--- src/rtl/ts_loop_pkg.sv ---
// Shared constants and types for the per-timeslot loopback switch.
// Assumes one control word per timeslot and a byte-wide data path.
package ts_loop_pkg;
    localparam int unsigned NUM_SLOTS = 32;
    localparam int unsigned BYTE_W    = 8;
    localparam int unsigned LLOOP_BIT = 4;  // system tx -> system rx
    localparam int unsigned RLOOP_BIT = 5;  // line rx -> line tx

    typedef struct packed {
        logic rloop;
        logic lloop;
    } loop_sel_t;
endpackage

--- src/rtl/ts_ctrl_store.sv ---
// Per-timeslot control word file. One write port and two combinational
// read ports: a full-word port for the register interface, and a port
// that returns the loop flags for the timeslot now on the streams.
// Assumes NUM_SLOTS equals 2**SLOT_W so every address is a valid word.
module ts_ctrl_store
    import ts_loop_pkg::*;
#(
    parameter int unsigned N_WORDS = NUM_SLOTS,
    parameter int unsigned WORD_W  = BYTE_W,
    parameter int unsigned ADDR_W  = $clog2(N_WORDS)
) (
    input  logic              clk,
    input  logic              rst_n,
    input  logic              wr_en,
    input  logic [ADDR_W-1:0] wr_addr,
    input  logic [WORD_W-1:0] wr_data,
    input  logic [ADDR_W-1:0] rd_addr,
    output logic [WORD_W-1:0] rd_data,
    input  logic [ADDR_W-1:0] sel_addr,
    output loop_sel_t         sel_flags
);
    logic [WORD_W-1:0] words [N_WORDS];

    // One register per timeslot, cleared on reset, loaded on an address match.
    for (genvar g = 0; g < N_WORDS; g++) begin : g_word
        always_ff @(posedge clk) begin
            if (!rst_n)
                words[g] <= '0;
            else if (wr_en && (wr_addr == ADDR_W'(g)))
                words[g] <= wr_data;
        end
    end

    // Register-port read-back of the addressed word.
    always_comb rd_data = words[rd_addr];

    // Loop flags of the timeslot being switched, taken from the stored value.
    always_comb begin
        sel_flags.lloop = words[sel_addr][LLOOP_BIT];
        sel_flags.rloop = words[sel_addr][RLOOP_BIT];
    end
endmodule

--- src/rtl/ts_byte_mux.sv ---
// Byte selector for one timeslot: picks the line transmit source and the
// system receive source from the two loop flags. Purely combinational.
module ts_byte_mux
    import ts_loop_pkg::*;
#(
    parameter int unsigned DATA_W = BYTE_W
) (
    input  loop_sel_t         flags,
    input  logic [DATA_W-1:0] sys_tx,
    input  logic [DATA_W-1:0] line_rx,
    output logic [DATA_W-1:0] line_tx_nxt,
    output logic [DATA_W-1:0] sys_rx_nxt
);
    // Each direction uses only its own flag, so both may be active at once.
    always_comb begin
        line_tx_nxt = flags.rloop ? line_rx : sys_tx;
        sys_rx_nxt  = flags.lloop ? sys_tx  : line_rx;
    end
endmodule

--- src/rtl/ts_out_stage.sv ---
// Output register for the switched bytes and their timeslot tag.
// The data registers load only on valid cycles and hold otherwise.
module ts_out_stage #(
    parameter int unsigned DATA_W = 8,
    parameter int unsigned SLOT_W = 5
) (
    input  logic              clk,
    input  logic              rst_n,
    input  logic              in_vld,
    input  logic [SLOT_W-1:0] in_slot,
    input  logic [DATA_W-1:0] in_line_tx,
    input  logic [DATA_W-1:0] in_sys_rx,
    output logic              out_vld,
    output logic [SLOT_W-1:0] out_slot,
    output logic [DATA_W-1:0] out_line_tx,
    output logic [DATA_W-1:0] out_sys_rx
);
    // Valid strobe follows the input strobe every cycle.
    always_ff @(posedge clk) begin
        if (!rst_n) out_vld <= 1'b0;
        else        out_vld <= in_vld;
    end

    // Data and tag load on valid cycles only.
    always_ff @(posedge clk) begin
        if (!rst_n) begin
            out_slot    <= '0;
            out_line_tx <= '0;
            out_sys_rx  <= '0;
        end else if (in_vld) begin
            out_slot    <= in_slot;
            out_line_tx <= in_line_tx;
            out_sys_rx  <= in_sys_rx;
        end
    end
endmodule

--- src/rtl/ts_loop_switch.sv ---
// Per-timeslot loopback switch. Looks up the control word of the timeslot
// on the streams, selects the line transmit and system receive bytes, and
// registers them. Assumes all four streams share one timeslot tag.
// Control writes land on the clock edge, so a byte always sees the word
// as it stood before that edge.
module ts_loop_switch
    import ts_loop_pkg::*;
#(
    parameter int unsigned N_SLOTS = NUM_SLOTS,
    parameter int unsigned DATA_W  = BYTE_W,
    parameter int unsigned SLOT_W  = $clog2(N_SLOTS)
) (
    input  logic              clk,
    input  logic              rst_n,
    input  logic [SLOT_W-1:0] cfg_addr,
    input  logic              cfg_we,
    input  logic [DATA_W-1:0] cfg_wdata,
    output logic [DATA_W-1:0] cfg_rdata,
    input  logic              slot_vld,
    input  logic [SLOT_W-1:0] slot_idx,
    input  logic [DATA_W-1:0] sys_tx_byte,
    input  logic [DATA_W-1:0] line_rx_byte,
    output logic [DATA_W-1:0] line_tx_byte,
    output logic [DATA_W-1:0] sys_rx_byte,
    output logic              out_vld,
    output logic [SLOT_W-1:0] out_slot
);
    loop_sel_t         cur_flags;
    logic [DATA_W-1:0] line_tx_nxt;
    logic [DATA_W-1:0] sys_rx_nxt;

    ts_ctrl_store #(
        .N_WORDS (N_SLOTS),
        .WORD_W  (DATA_W),
        .ADDR_W  (SLOT_W)
    ) u_store (
        .clk       (clk),
        .rst_n     (rst_n),
        .wr_en     (cfg_we),
        .wr_addr   (cfg_addr),
        .wr_data   (cfg_wdata),
        .rd_addr   (cfg_addr),
        .rd_data   (cfg_rdata),
        .sel_addr  (slot_idx),
        .sel_flags (cur_flags)
    );

    ts_byte_mux #(
        .DATA_W (DATA_W)
    ) u_mux (
        .flags       (cur_flags),
        .sys_tx      (sys_tx_byte),
        .line_rx     (line_rx_byte),
        .line_tx_nxt (line_tx_nxt),
        .sys_rx_nxt  (sys_rx_nxt)
    );

    ts_out_stage #(
        .DATA_W (DATA_W),
        .SLOT_W (SLOT_W)
    ) u_out (
        .clk         (clk),
        .rst_n       (rst_n),
        .in_vld      (slot_vld),
        .in_slot     (slot_idx),
        .in_line_tx  (line_tx_nxt),
        .in_sys_rx   (sys_rx_nxt),
        .out_vld     (out_vld),
        .out_slot    (out_slot),
        .out_line_tx (line_tx_byte),
        .out_sys_rx  (sys_rx_byte)
    );
endmodule

--- config.mk ---
export PLATFORM = sky130hd
export DESIGN_NAME = ts_loop_switch
export DESIGN_NICKNAME = d
export VERILOG_FILES = /design/src/rtl/ts_loop_pkg.sv /design/src/rtl/ts_ctrl_store.sv /design/src/rtl/ts_byte_mux.sv /design/src/rtl/ts_out_stage.sv /design/src/rtl/ts_loop_switch.sv
export SDC_FILE = /design/constraint.sdc
export NUM_CORES = 1
export LEC_CHECK = 0
export BUFFER_PORTS_ARGS = -buffer_cell sky130_fd_sc_hd__buf_4
export CAP_MARGIN = 20
export CORE_UTILIZATION = 60
export DETAILED_ROUTE_END_ITERATION = 10
export HOLD_SLACK_MARGIN = 0.15
export PLACE_DENSITY = 0.82
export SYNTH_ARGS = -nofsm -noshare
export SYNTH_HDL_FRONTEND = slang
export SYNTH_SLANG_ARGS = --single-unit
--- constraint.sdc ---
create_clock -name clk -period 6.35 [get_ports clk]
set_input_delay 0.9525 -clock clk [delete_from_list [all_inputs] [get_ports clk]]
set_output_delay 0.9525 -clock clk [all_outputs]
set_load 0.05 [all_outputs]
## After elaboration in Yosys (flattened, before gate mapping)

Memories as Yosys holds them, arrays and structs flattened.
Index checks and enable logic that the tools add are counted.

| cells by class | value |
|---|---|
| eq/ne operators | 31 |
| muxes and demuxes | 131 |
| bitwise operators | 32 |
| reductions and logical operators | 33 |

Operator list:

| cell | number |
|---|---|
| $mux W8 | 34 |
| $mux W1 | 97 |
| $eq A5 B5 Y1 const B | 16 |
| $eq A5 B4 Y1 const B | 8 |
| $logic_and A1 B1 Y1 | 32 |
| $or A1 B1 Y1 | 32 |
| $eq A5 B3 Y1 const B | 4 |
| $eq A5 B2 Y1 const B | 2 |
| $eq A5 B1 Y1 const B | 1 |
| $logic_not A5 Y1 | 1 |

| storage, ports and cells | value |
|---|---|
| flip-flop bits (word level) | 22 |
| memory bits (writable) | 256 |
| input port bits | 38 |
| output and inout bits | 30 |
| word-level logic and storage cells | 232 |
| memories kept | 1 |

Memory list:

| name | words | bits a word | read ports | clocked after Yosys merged registers in | wr ports | RTL line | source |
|---|---|---|---|---|---|---|---|
| u_store.words | 32 | 8 | 2 | 0 | 32 | ts_ctrl_store.sv:22 | `logic [WORD_W-1:0] words [N_WORDS];` |

## Logic depth before layout (Yosys ltp)

Gate-level depths: netlist (run 1).

| depth | value |
|---|---|
| word-level depth | 6 |
| mapped depth | 8 |
| mapped depth without buffers | 6 |

## Cells and area by module

From an unflattened synthesis (run 1), not the netlist that was laid out.

| unflattened totals | value |
|---|---|
| cells, all modules | 900 |
| area, all modules | 13489.2 um^2 |

Modules (own cells, without submodules):

| module | instances | cells each | area an instance (um^2) | seq. area each (um^2) |
|---|---|---|---|---|
| ts_ctrl_store | 1 | 812 | 12379.4 | 7687.4 |
| ts_out_stage | 1 | 70 | 847.1 | 440.4 |
| ts_byte_mux | 1 | 18 | 262.8 | 0.0 |

## Least setup slack after synthesis (run 1)

No wires, ideal clock.

| path | value |
|---|---|
| path kind | input-to-output |
| start | input port cfg_addr[1] |
| end | output port cfg_rdata[4] |
| arrival | 2.765 ns |
| data required time | 5.398 ns |
| setup slack | 2.633 ns |
| cell stages on the path | 5 |
| path buffers | 2 |
| path through | clkbuf_1 > clkbuf_1 > mux4_2 > mux4_2 > mux2_2 |

| between the ends | value |
|---|---|
| word-level cells in the longest chain between the ends | 1 |

RTL lines:

| item | RTL line | source |
|---|---|---|
| from (decl) | ts_loop_switch.sv:15 | `input logic [SLOT_W-1:0] cfg_addr,` |
| $mem_v2 Z32 W8 | n/a |  |
| to (decl) | ts_loop_switch.sv:18 | `output logic [DATA_W-1:0] cfg_rdata,` |

Every way passes these cells.

## Worst setup path in the final report (run 1)

| path | value |
|---|---|
| start | input port cfg_addr[0] |
| end | output port cfg_rdata[3] |

The elaborated chain is that of the path after synthesis.

==> impl_metrics.yaml, run 1 <==
sta:
  hold_violations: 0
  rsz0062_at_grt: "no"
  worst_pin_slew_ns: 0.943
  slew_headroom: 0.370
  fin_crit_ns: 4.53
  holdWs_ns: 0.520
  final-max-slew-violation-count: 0
  fmax_mhz: 221
  fin_skew_ns: 0.00746
  final-setup-viol-count: 0
  fin_setup_tns_ns: 0
  post-route-period-util: 0.713
yosys:
  ys_top_cells_by_area: "edfxtp_1, mux4_2, and2_1"
  synth_area_sq_mm: 0.0134
  synthFlopType: "edfxtp_1"
  avgSynthCellArea_sq_um: 14.3
  yosysWarnings: 0
  synth_edf_count: 256
  async_flop_share: 0
  syn-num-nets: 977
  synth_top_area_frac: 0.572
  ys_types: 27
  ys_ff_latch: 278
  yosys.area.top_type: "edfxtp_1"
  synth_top_cells_by_count: "and2_1, edfxtp_1, mux4_2"
  synthCells: 939
  ys_seq_area_frac: 0.605
  synth_most_common_cell: "and2_1"
grt:
  grt_pass1_vias: 8375
  grt_pass1_wl_mm: 51.0
  overflow: 0
  grt_max_degree: 57
  grt_usage: 0.307
  antenna_found_initial: 1
critical_path:
  cp_max_fo: 37
  crit_type: "input port to primary output"
  arrival_ns: 3.57
  worstSetupStartpointType: "input port"
  end_kind: "primary output"
  cp_data_required_time_ns: 5.40
drt:
  vias: 8536
  wl_mm: 33.9
  first_pass_iters: 6
  vias_per_cell: 6.52
  wl_per_cell_microns: 25.9
  ant_nets: 0
  drt_iter0_drc: 1158
  remaining_drc_errors: 0
clock_network:
  h-tree-depth: 1
  hold_buffers: 0
  clock_latency_ns: 0.54
  clkSlewWorstSetupHoldPaths_ns: 0.06
  cts_buffer_depth: 3
  cts_buffers: 28
  cts.sinks: 278
  postCtsSetupBuffers: 0
  cts-root-buf: "clkbuf_16"
  cts_tree: "yes"
  ctsResizeCount: 0
power:
  leakagePower_nw: 5.39
  p_per_area_mw_per_mm2: 279
  ir_worst_vdd_mv: 0.189
  total_power_mw: 4.21
outcome:
  outcome: "finished clean"
finish:
  fill_cells: 1488
  area_delta_synth_final_pct: 12.4
  fin_area_sq_mm: 0.0151
  nets: 1045
  n_antenna_cell: 0
  layout-drive-gt1-share: 0.224
  fin_cells: 1309
die:
  io_pins: 68
  start_util: 0.614
  core_sq_mm: 0.0219
  fp.dieW_microns: 152
  fp.dieH_microns: 152
  dieArea_sq_mm: 0.0230
  fp-row-count: 54
hold_path:
  hold_path.class: "flop to flop"
placement:
  portBuffers: 67
  dpl-instance-area_sq_mm: 0.0142
  place_congestion: 0.888
  dp_hpwl_mm: 22.6
  placedCellCount: 1254
flow_run:
  maxCapViolCount: 0
routing by layer:
| layer | vias to the layer above | wire, microns | share of wire | global-route usage |
|---|---|---|---|---|
| met5 | - | 13 | 0.00038 | 0 |
| met3 | 102 | 3790 | 0.11 | 0.0608 |
| met1 | 4218 | 12900 | 0.38 | 0.432 |
| met4 | 2 | 1290 | 0.038 | 0.115 |
| li1 | 3636 | - | - | - |
| met2 | 578 | 15900 | 0.47 | 0.478 |
power breakdown:
part	internal [mW]	total [mW]	switching, mW
combinational	0.195	0.503	0.308
sequential	2.10	2.15	0.0519
clock	0.876	1.56	0.679
cell type report:
type                    instances  area, sq um  share of cell area
repair buffers                102          758              0.0502
well taps                     280          350              0.0232
clock buffers                  39          763              0.0505
flip-flops and latches        278         8130               0.538
multi-input cells             597         5020               0.332
clock inverters                13         86.3             0.00571
path summary, 6_finish.rpt:
path / from / cells past startpoint / endpoint / slack (ns)
max reg2reg: u_store.words[27][5] / 6 / u_out.out_line_tx[4] / 4.18
min reg2reg: u_out.out_slot[1] / 2 / u_out.out_slot[1] / 0.52
min: u_out.out_slot[1] / 2 / u_out.out_slot[1] / 0.52
max: cfg_addr[0] / 6 / cfg_rdata[3] / 1.82
placed cells by master (no fill, tap or decap):
master        n
and2_1      259
edfxtp_1    256
buf_4        98
mux4_2       80
o21ai_0      48
nor2_1       38
mux2i_1      33
clkbuf_16    29
nor2b_1      25
nand2_1      22
dfxtp_1      22
a211oi_1     20
nand2b_1     14
a22oi_1      12
nand3_1      10
clkbuf_1     10
mux2_2        8
nor3_1        8
a21oi_1       8
clkinv_1      6
o31a_1        4
clkinv_2      4
buf_2         3
or2_2         2
o31ai_2       2
o31ai_1       2
nand4_1       1
and3_1        1
clkinv_4      1
bufinv_16     1
clkinvlp_2    1
clkbuf_4      1
flip-flops by register name (all words and copies together), names as in the netlist:
name               flops
u_out.out_vld          1
u_out.out_sys_rx       8
u_out.out_line_tx      8
u_store.words        256
u_out.out_slot         5
metrics by stage:
| stage | utilization | setup slack (ns) |
|---|---|---|
| 6_report | 0.690 | 1.82 |
| 5_1_grt | 0.690 | 1.64 |
| 3_5_place_dp | 0.651 | 1.77 |
| 2_1_floorplan | - | 2.63 |
| 4_1_cts | 0.689 | 1.76 |
| 3_3_place_gp | 0.650 | 1.80 |
kinds of logic after synthesis:
logic type / count (synthesis) / synth area share
buf+inv: 64 / 0.0214
flops: 278 / 0.605
mux: 121 / 0.165
compound gates: 96 / 0.0443
simple gates: 380 / 0.164
critical path: stages:
cell and delay (ns):
buf_4 0.52, buf_4 0.51, mux4_2 0.57, mux4_2 0.52
mux2_2 0.29, buf_4 0.19
Note: power is estimated with default switching activity, not from simulation.
==> inputs of run 2 (changes only) <==
==> constraint.sdc (replaced) <==
create_clock -name clk -period 4.2 [get_ports clk]
set_input_delay 0.63 -clock clk [delete_from_list [all_inputs] [get_ports clk]]
set_output_delay 0.63 -clock clk [all_outputs]
set_load 0.05 [all_outputs]
==> impl_metrics.yaml, run 2 (synthesis results as in run 1) <==
sta:
  fin_setup_tns_ns: 0
  worst_pin_slew_ns: 1.11
  finalWorstSetupSlack_ns: 0.607
  hold_violations: 0
  fin_skew_ns: 0.0283
  fmax_mhz: 278
  final-max-slew-violation-count: 0
  post-route-period-util: 0.856
  slew_headroom: 0.258
  rsz0062_at_grt: "no"
  final-setup-viol-count: 0
  fin_crit_ns: 3.59
critical_path:
  rr_endpoint: "u_out.out_line_tx[2]"
  cp-endpoint: "cfg_rdata[6]"
  worstSetupStartpointType: "input port"
  rrSetupSlack_ns: 2.21
  end_kind: "primary output"
  worstRegToRegCells: 6
  cp_data_required_time_ns: 3.57
  rr_startpoint: "u_store.words[9][5]"
  arrival_ns: 2.96
  cp_max_fo: 24
  crit_type: "input port to primary output"
  cp-startpoint: "cfg_addr[0]"
drt:
  vias: 8521
  wl_per_cell_microns: 26.1
  top_layer: "met4"
  first_pass_iters: 5
  wl_met1_mm: 12.7
  remaining_drc_errors: 0
  wl_met2_mm: 16.5
  drt_iter0_drc: 1027
  vias_per_cell: 6.49
  ant_nets: 0
  wl_mm: 34.3
  dr_wl_met3_mm: 3.77
flow_run:
  maxCapViolCount: 0
die:
  core_sq_mm: 0.0219
  fp.dieW_microns: 152
  fp.dieH_microns: 152
  start_util: 0.614
  dieArea_sq_mm: 0.0230
  io_pins: 68
  fp-row-count: 54
clock_network:
  cts-root-buf: "clkbuf_16"
  hold_buffers: 0
  cts_buffers: 29
  ctsResizeCount: 0
  cts.sinks: 278
  cts_buffer_depth: 3
  h-tree-depth: 1
  cts_tree: "yes"
  clkSlewWorstSetupHoldPaths_ns: 0.06
  postCtsSetupBuffers: 0
  clock_latency_ns: 0.56
power:
  leakagePower_nw: 5.51
  total_power_mw: 6.86
  ir_worst_vdd_mv: 0.337
  p_per_area_mw_per_mm2: 447
grt:
  grt_max_degree: 57
  antenna_found_initial: 1
  overflow: 0
  grt_pass1_wl_mm: 50.4
  grt_usage: 0.308
  grt_pass1_vias: 8269
finish:
  layout-drive-gt1-share: 0.236
  final_cell_mix: "and2_1, edfxtp_1, buf_4"
  biggestRegsByFlops: "u_store.words (256), u_out.out_line_tx (8), u_out.out_sys_rx (8)"
  fin_area_sq_mm: 0.0154
  nets: 1048
  largest_register_ffs: 256
  n_antenna_cell: 0
  final_common_cell: "and2_1"
  top_register: "u_store.words"
  area_delta_synth_final_pct: 14.3
outcome:
  outcome: "finished clean"
placement:
  place_congestion: 0.923
  dpl-instance-area_sq_mm: 0.0143
  dp_hpwl_mm: 22.7
  portBuffers: 67
  post-place-ws_ns: 0.598
hold_path:
  hold_path.class: "input port to flop"
  min-delay-start: "slot_idx[4]"
-- run 2: area by class of cell --
type / count / area, sq um
flip-flops and latches: 278 / 8130
fillers: 1431 / 6540
multi-input cells: 597 / 5020
repair buffers: 104 / 791
clock buffers: 32 / 737
well taps: 280 / 350
clock inverters: 22 / 325
-- run 2: layer usage --
metal	track usage	up-vias
li1	-	3644
met1	0.407	4252
met2	0.498	528
met3	0.0757	97
met4	0.112	0
met5	0	-
-- run 2: worst max-delay path, stage by stage --
cell    delay [ns]
buf_4         0.39
buf_4         0.31
mux4_2        0.57
mux4_2        0.54
mux2_2        0.31
buf_4         0.19
-- run 2: power by group --
group / internal [mW] / switching [mW]
Sequential: 3.18 / 0.0848
Combinational: 0.298 / 0.454
Clock: 1.76 / 1.08
Total: 5.24 / 1.62
-- run 2: worst min-delay path by stage --
| stage | to | slack [ns] | depth (start not counted) |
|---|---|---|---|
| after global routing | u_out.out_slot[4] | 0.40 | 3 |
| after detailed placement | u_out.out_slot[4] | 0.51 | 2 |
| after floorplan | u_out.out_slot[0] | 0.74 | 2 |
| after CTS | u_out.out_slot[4] | 0.37 | 3 |
| after global placement | u_out.out_slot[1] | 0.50 | 2 |
| final | u_out.out_slot[4] | 0.39 | 3 |
-- run 2: per-stage QoR --
stage | hold WS, ns | utilization | instances
after floorplan | 0.743 | - | 939
after global placement | 0.499 | 0.652 | 1257
after detailed placement | 0.508 | 0.653 | 1258
after CTS | 0.366 | 0.701 | 1312
after global routing | 0.398 | 0.701 | 1313
final | 0.385 | 0.701 | 1313
